[config.mk]
export PLATFORM = sky130hd
export DESIGN_NAME = arr_vtrack_ctl
export DESIGN_NICKNAME = d
export VERILOG_FILES = /design/src/rtl/arr_ctl_pkg.sv /design/src/rtl/arr_sep_calc.sv /design/src/rtl/arr_level_quant.sv /design/src/rtl/arr_min_merge.sv /design/src/rtl/arr_vtrack_ctl.sv
export SDC_FILE = /design/constraint.sdc
export NUM_CORES = 1
export LEC_CHECK = 0
export CAP_MARGIN = 20
export CORE_MARGIN = 5
export CORE_UTILIZATION = 30
export CTS_BUF_LIST = sky130_fd_sc_hd__clkbuf_8
export CTS_CLUSTER_SIZE = 14
export DETAILED_ROUTE_END_ITERATION = 12
export PLACE_DENSITY = 0.53
export SLEW_MARGIN = 15
export SYNTH_ARGS = -nofsm -noshare
export SYNTH_HDL_FRONTEND = slang
export SYNTH_SLANG_ARGS = --single-unit
[constraint.sdc]
create_clock -name clk -period 7.4 [get_ports clk]
set_input_delay 1.85 -clock clk [delete_from_list [all_inputs] [get_ports clk]]
set_output_delay 1.85 -clock clk [all_outputs]
set_load 0.01 [all_outputs]
[src/rtl/arr_ctl_pkg.sv]
package arr_ctl_pkg;

    typedef enum logic [1:0] {
        MODE_IDLE = 2'd0,
        MODE_VOLT = 2'd1,
        MODE_CURR = 2'd2
    } mode_e;

endpackage

[src/rtl/arr_sep_calc.sv]
// Contact gap from one contact's absolute position: two contacts move
// symmetrically, minus the overlap they keep when closed. Negative -> 0.
module arr_sep_calc #(
    parameter int POS_W      = 12,
    parameter int OVERLAP_UM = 1000,
    parameter int SEP_W      = POS_W + 1
) (
    input  logic [POS_W-1:0] pos_i,
    output logic [SEP_W-1:0] sep_o
);

    localparam int DW = SEP_W + 2;

    logic signed [DW-1:0] twice_s;
    logic signed [DW-1:0] diff_s;

    always_comb begin
        twice_s = $signed({2'b00, pos_i, 1'b0});
        diff_s  = twice_s - $signed(DW'(OVERLAP_UM));
        if (diff_s <= 0) begin
            sep_o = '0;
        end else begin
            sep_o = diff_s[SEP_W-1:0];
        end
    end

endmodule

[src/rtl/arr_level_quant.sv]
// Nearest-level quantizer. Level k (1..NCELL) is reached when
// Vref >= (k - 1/2) * Vcell, written without division as
//   2*gap*BRK*NUM  >=  (2k-1) * Vcell * 1000 * DEN.
// The comparator outputs form a thermometer code; the count of set
// bits is the rounded level, capped at NCELL by construction.
module arr_level_quant #(
    parameter int NCELL        = 8,
    parameter int SEP_W        = 13,
    parameter int CV_W         = 16,
    parameter int CNT_W        = 4,
    parameter int BRK_V_PER_MM = 500,
    parameter int MARGIN_NUM   = 4,
    parameter int MARGIN_DEN   = 5
) (
    input  logic [SEP_W-1:0] sep_i,
    input  logic [CV_W-1:0]  cell_v_i,
    output logic [CNT_W-1:0] level_o
);

    localparam int MW    = 64;
    localparam int LHS_K = 2 * BRK_V_PER_MM * MARGIN_NUM;
    localparam int RHS_K = 1000 * MARGIN_DEN;

    logic [MW-1:0]    lhs;
    logic [MW-1:0]    rhs_unit;
    logic [NCELL-1:0] hit;

    always_comb begin
        lhs      = MW'(sep_i) * MW'(LHS_K);
        rhs_unit = MW'(cell_v_i) * MW'(RHS_K);
    end

    for (genvar k = 1; k <= NCELL; k++) begin : g_lvl
        localparam logic [MW-1:0] ODD = MW'(2 * k - 1);
        logic [MW-1:0] thr;
        always_comb begin
            thr        = ODD * rhs_unit;
            hit[k-1]   = (lhs >= thr);
        end
    end

    always_comb begin
        level_o = CNT_W'($countones(hit));
    end

endmodule

[src/rtl/arr_min_merge.sv]
// Saturates the current-loop request at NCELL and selects the smaller
// of it and the voltage-side count.
module arr_min_merge #(
    parameter int NCELL = 8,
    parameter int CNT_W = 4
) (
    input  logic [CNT_W-1:0] vcnt_i,
    input  logic [CNT_W-1:0] ireq_i,
    output logic [CNT_W-1:0] ireq_sat_o,
    output logic [CNT_W-1:0] min_o
);

    localparam logic [CNT_W-1:0] FULL = CNT_W'(NCELL);

    always_comb begin
        ireq_sat_o = (ireq_i > FULL) ? FULL : ireq_i;
        min_o      = (vcnt_i < ireq_sat_o) ? vcnt_i : ireq_sat_o;
    end

endmodule

[src/rtl/arr_vtrack_ctl.sv]
module arr_vtrack_ctl
    import arr_ctl_pkg::*;
#(
    parameter int NCELL        = 8,
    parameter int POS_W        = 12,
    parameter int CV_W         = 16,
    parameter int OVERLAP_UM   = 1000,
    parameter int BRK_V_PER_MM = 500,
    parameter int MARGIN_NUM   = 4,
    parameter int MARGIN_DEN   = 5,
    localparam int CNT_W       = $clog2(NCELL + 1)
) (
    input  logic             clk,
    input  logic             rst_n,
    input  logic             tick_i,
    input  logic             trip_i,
    input  logic [POS_W-1:0] pos_i,
    input  logic [CV_W-1:0]  cell_v_i,
    input  logic [CNT_W-1:0] ireq_i,
    output logic [CNT_W-1:0] cells_o,
    output logic [1:0]       mode_o
);

    localparam int SEP_W = POS_W + 1;
    localparam logic [CNT_W-1:0] FULL = CNT_W'(NCELL);

    typedef struct packed {
        logic [CNT_W-1:0] vt;
        logic [CNT_W-1:0] cnt;
        mode_e            mode;
    } state_t;

    state_t st_q, st_d;

    logic [SEP_W-1:0] sep;
    logic [CNT_W-1:0] level;
    logic [CNT_W-1:0] vt_max;
    logic [CNT_W-1:0] ireq_sat;
    logic [CNT_W-1:0] merged;

    arr_sep_calc #(
        .POS_W     (POS_W),
        .OVERLAP_UM(OVERLAP_UM),
        .SEP_W     (SEP_W)
    ) u_sep (
        .pos_i(pos_i),
        .sep_o(sep)
    );

    arr_level_quant #(
        .NCELL       (NCELL),
        .SEP_W       (SEP_W),
        .CV_W        (CV_W),
        .CNT_W       (CNT_W),
        .BRK_V_PER_MM(BRK_V_PER_MM),
        .MARGIN_NUM  (MARGIN_NUM),
        .MARGIN_DEN  (MARGIN_DEN)
    ) u_quant (
        .sep_i   (sep),
        .cell_v_i(cell_v_i),
        .level_o (level)
    );

    // Voltage-side count only ratchets upward during the stroke.
    always_comb begin
        vt_max = (st_q.vt > level) ? st_q.vt : level;
    end

    arr_min_merge #(
        .NCELL(NCELL),
        .CNT_W(CNT_W)
    ) u_merge (
        .vcnt_i    (vt_max),
        .ireq_i    (ireq_i),
        .ireq_sat_o(ireq_sat),
        .min_o     (merged)
    );

    always_comb begin
        st_d = st_q;
        if (tick_i) begin
            if (!trip_i) begin
                st_d.vt   = '0;
                st_d.cnt  = '0;
                st_d.mode = MODE_IDLE;
            end else if (st_q.mode == MODE_CURR) begin
                st_d.cnt = ireq_sat;
            end else begin
                st_d.vt   = vt_max;
                st_d.cnt  = merged;
                st_d.mode = (vt_max == FULL) ? MODE_CURR : MODE_VOLT;
            end
        end
    end

    always_ff @(posedge clk or negedge rst_n) begin
        if (!rst_n) begin
            st_q.vt   <= '0;
            st_q.cnt  <= '0;
            st_q.mode <= MODE_IDLE;
        end else begin
            st_q <= st_d;
        end
    end

    assign cells_o = st_q.cnt;
    assign mode_o  = st_q.mode;

endmodule

==> reports/qor.yml <==
status: "complete, but fails checks"
violations: "setup timing"
io_buffers: 41
viasPerCell: 4.908
die_w_um: 272.2
clkSlewWorstSetupHoldPaths_ns: 0.05
grt_pass1_wl_um: 112900
die_area_um2: 74090
clock_latency_ns: 0.24
worst-slew-pin-transition_ns: 0.6497
cts_buffers: 3
hold_viol_final: 0
synth_edf_count: 0
cts_hold_buf: 0
grt_max_degree: 13
cts_tree: "built"
ys_seq_area_share_pct: 1.213
dp_slack_ns: -6.835
drc_errors: 0
dpl.hpwl_um: 60420
finalCriticalPeriod_ns: 13.37
layout_setup_ws_ns: -5.968
placed_cells: 4292
place.gp.congestion: 0.9185
syn_nets: 3209
pin_count: 42
finalNonFillerCells: 4341
antenna_found_initial: 0
worst-path-max-fanout: 4
drv_slew: 0
finClkSkew_ns: 0.006263
n_antenna_cell: 0
clk_path_buf_depth: 2
initial_core_util_pct: 30.18
crit_start: "cell_v_i[5]"
dr.pass1.iters: 5
max_slew_margin_pct: 55.57
clock-sinks: 10
grt_setup_unrepaired: "yes"
synth.distinct_cells: 81
end_kind: "flop"
h-tree-depth: 1
hp-start: "cells_o[3]"
async_flop_share_pct: 100.0
core_um2: 68350
area_growth_pct: 49.05
syn_area_per_cell_um2: 8.303
die_h_um: 272.2
cp.arrival_ns: 13.54
fmax_mhz: 74.80
ys_ff_latch: 10
critPathBufInv: 14
wl_um: 68790
path_class: "primary input to flop"
yosysWarnings: 0
ant_nets: 0
max_stage_delay_ns: 0.58
syn_area_um2: 20620
setup_viol: 10
crit_family: "adder cells"
drive_gt1_share_pct: 33.51
grt_pass1_vias: 22080
cp_slowest_cell: "fa_2"
postLayoutCellArea_um2: 30740
post-route-period-util_pct: 180.7
layout_commonest_cell: "buf_4"
cap_violations: 0
row_count: 96
synthCells: 2484
wl_per_cell_um: 15.85
drtIter0Drc: 1199
layout.nets: 4185
cp-start-kind: "primary input"
mostFrequentLayoutCells: "918 x buf_4, 457 x ha_1, 369 x inv_1"
ys.flop_type: "dfrtp_1"
placed_cell_area_um2: 29610
grt_usage_pct: 18.12
grt_overflow: 0
crit_required_ns: 7.57
reg2reg_from: "st_q[7]"
vias: 21310
hold_path.class: "flop to flop"
root_buffer: "clkbuf_8"
cells in the mapped netlist (6+ instances only):
cell / number / area share (%)
o2111ai_1: 8 / 0.34
nor2b_1: 23 / 0.70
o21ai_0: 107 / 2.6
and2_1: 11 / 0.33
ha_1: 492 / 30
nor3b_1: 6 / 0.22
a21o_1: 74 / 2.7
o21ai_1: 8 / 0.19
nand2b_1: 39 / 1.2
nand4b_1: 6 / 0.25
o21a_1: 42 / 1.5
dfrtp_1: 10 / 1.2
nor4_1: 15 / 0.46
o21bai_1: 23 / 0.84
xor2_1: 82 / 3.5
a31o_2: 10 / 0.42
xnor2_1: 88 / 3.7
a211oi_1: 22 / 0.80
nand4_1: 33 / 1.0
or3_1: 15 / 0.46
o31a_1: 8 / 0.34
o22ai_1: 9 / 0.27
clkbuf_1: 9 / 0.16
a211o_1: 13 / 0.55
nor2_1: 120 / 2.2
fa_1: 197 / 19
o2bb2ai_1: 6 / 0.25
a311oi_1: 6 / 0.25
o211ai_1: 24 / 0.87
a21oi_1: 188 / 4.6
a2111oi_0: 14 / 0.59
a31oi_1: 22 / 0.67
nand3_1: 54 / 1.3
maj3_1: 9 / 0.44
and3_1: 19 / 0.58
nand2_1: 120 / 2.2
buf_4: 6 / 0.22
mux2i_1: 10 / 0.49
nor3_1: 39 / 0.95
o221ai_1: 8 / 0.34
o31ai_1: 16 / 0.58
inv_1: 395 / 7.2
worst paths after layout:
check,slack (ns),depth (start not counted),to
max reg2reg,4.69,13,cells_o[0]
max,-5.97,59,cells_o[0]
min,0.49,1,cells_o[3]
max in group asynchronous,5.14,1,st_q[8]
min reg2reg,0.49,1,cells_o[3]
min in group asynchronous,1.93,1,cells_o[2]
registers in the layout (all words and copies together), names as in the netlist:
register / cells
cells_o: 4
mode_o: 2
st_q: 4
logic make-up after synthesis:
kind of cell | after synthesis | share of synthesized area [%]
AOI/OAI and AO/OA | 657 | 20.97
xor gates and xnor gates | 172 | 7.438
adders and majority gates | 698 | 49.41
buffers and inverters | 410 | 7.571
DFF | 10 | 1.213
muxes | 13 | 0.6492
and+or+nand+nor | 524 | 12.75
timing repair:
| action | CTS | global route |
|---|---|---|
| setup endpoints to repair | 10 | 10 |
| pin swaps | 76 | 108 |
| setup buffers | 27 | 23 |
| gates resized for setup | 71 | 112 |
through the flow:
| step | setup TNS (ns) | util (%) | hold slack [ns] |
|---|---|---|---|
| after CTS | -55.72 | 44.07 | 0.4915 |
| after floorplan | -47.13 | - | 0.4560 |
| after detailed placement | -63.33 | 43.32 | 0.4759 |
| final | -55.07 | 44.98 | 0.4894 |
| after global placement | -62.41 | 43.32 | 0.4728 |
| after global routing | -60.20 | 44.98 | 0.5130 |
layer usage:
metal  track usage [%]  vias up  wire length (um)
li1                  -    10770                 -
met4             2.295        0              1058
met2             32.25      276             32840
met5                 0        -                 0
met3            0.4228       59              1401
met1             25.34    10200             33490
area by class of cell:
cell class | instances | area [um^2]
Timing Repair Buffer | 986 | 7774
Fill cell | 6762 | 37610
Tap cell | 882 | 1104
Clock buffer | 4 | 55.05
Inverter | 395 | 1519
Sequential cell | 10 | 250.2
Multi-Input combinational cell | 2064 | 20040
Power is left out: the tool's default activity adds up to more than one toggle a clock period on the data nets, which glitch-free logic cannot reach.
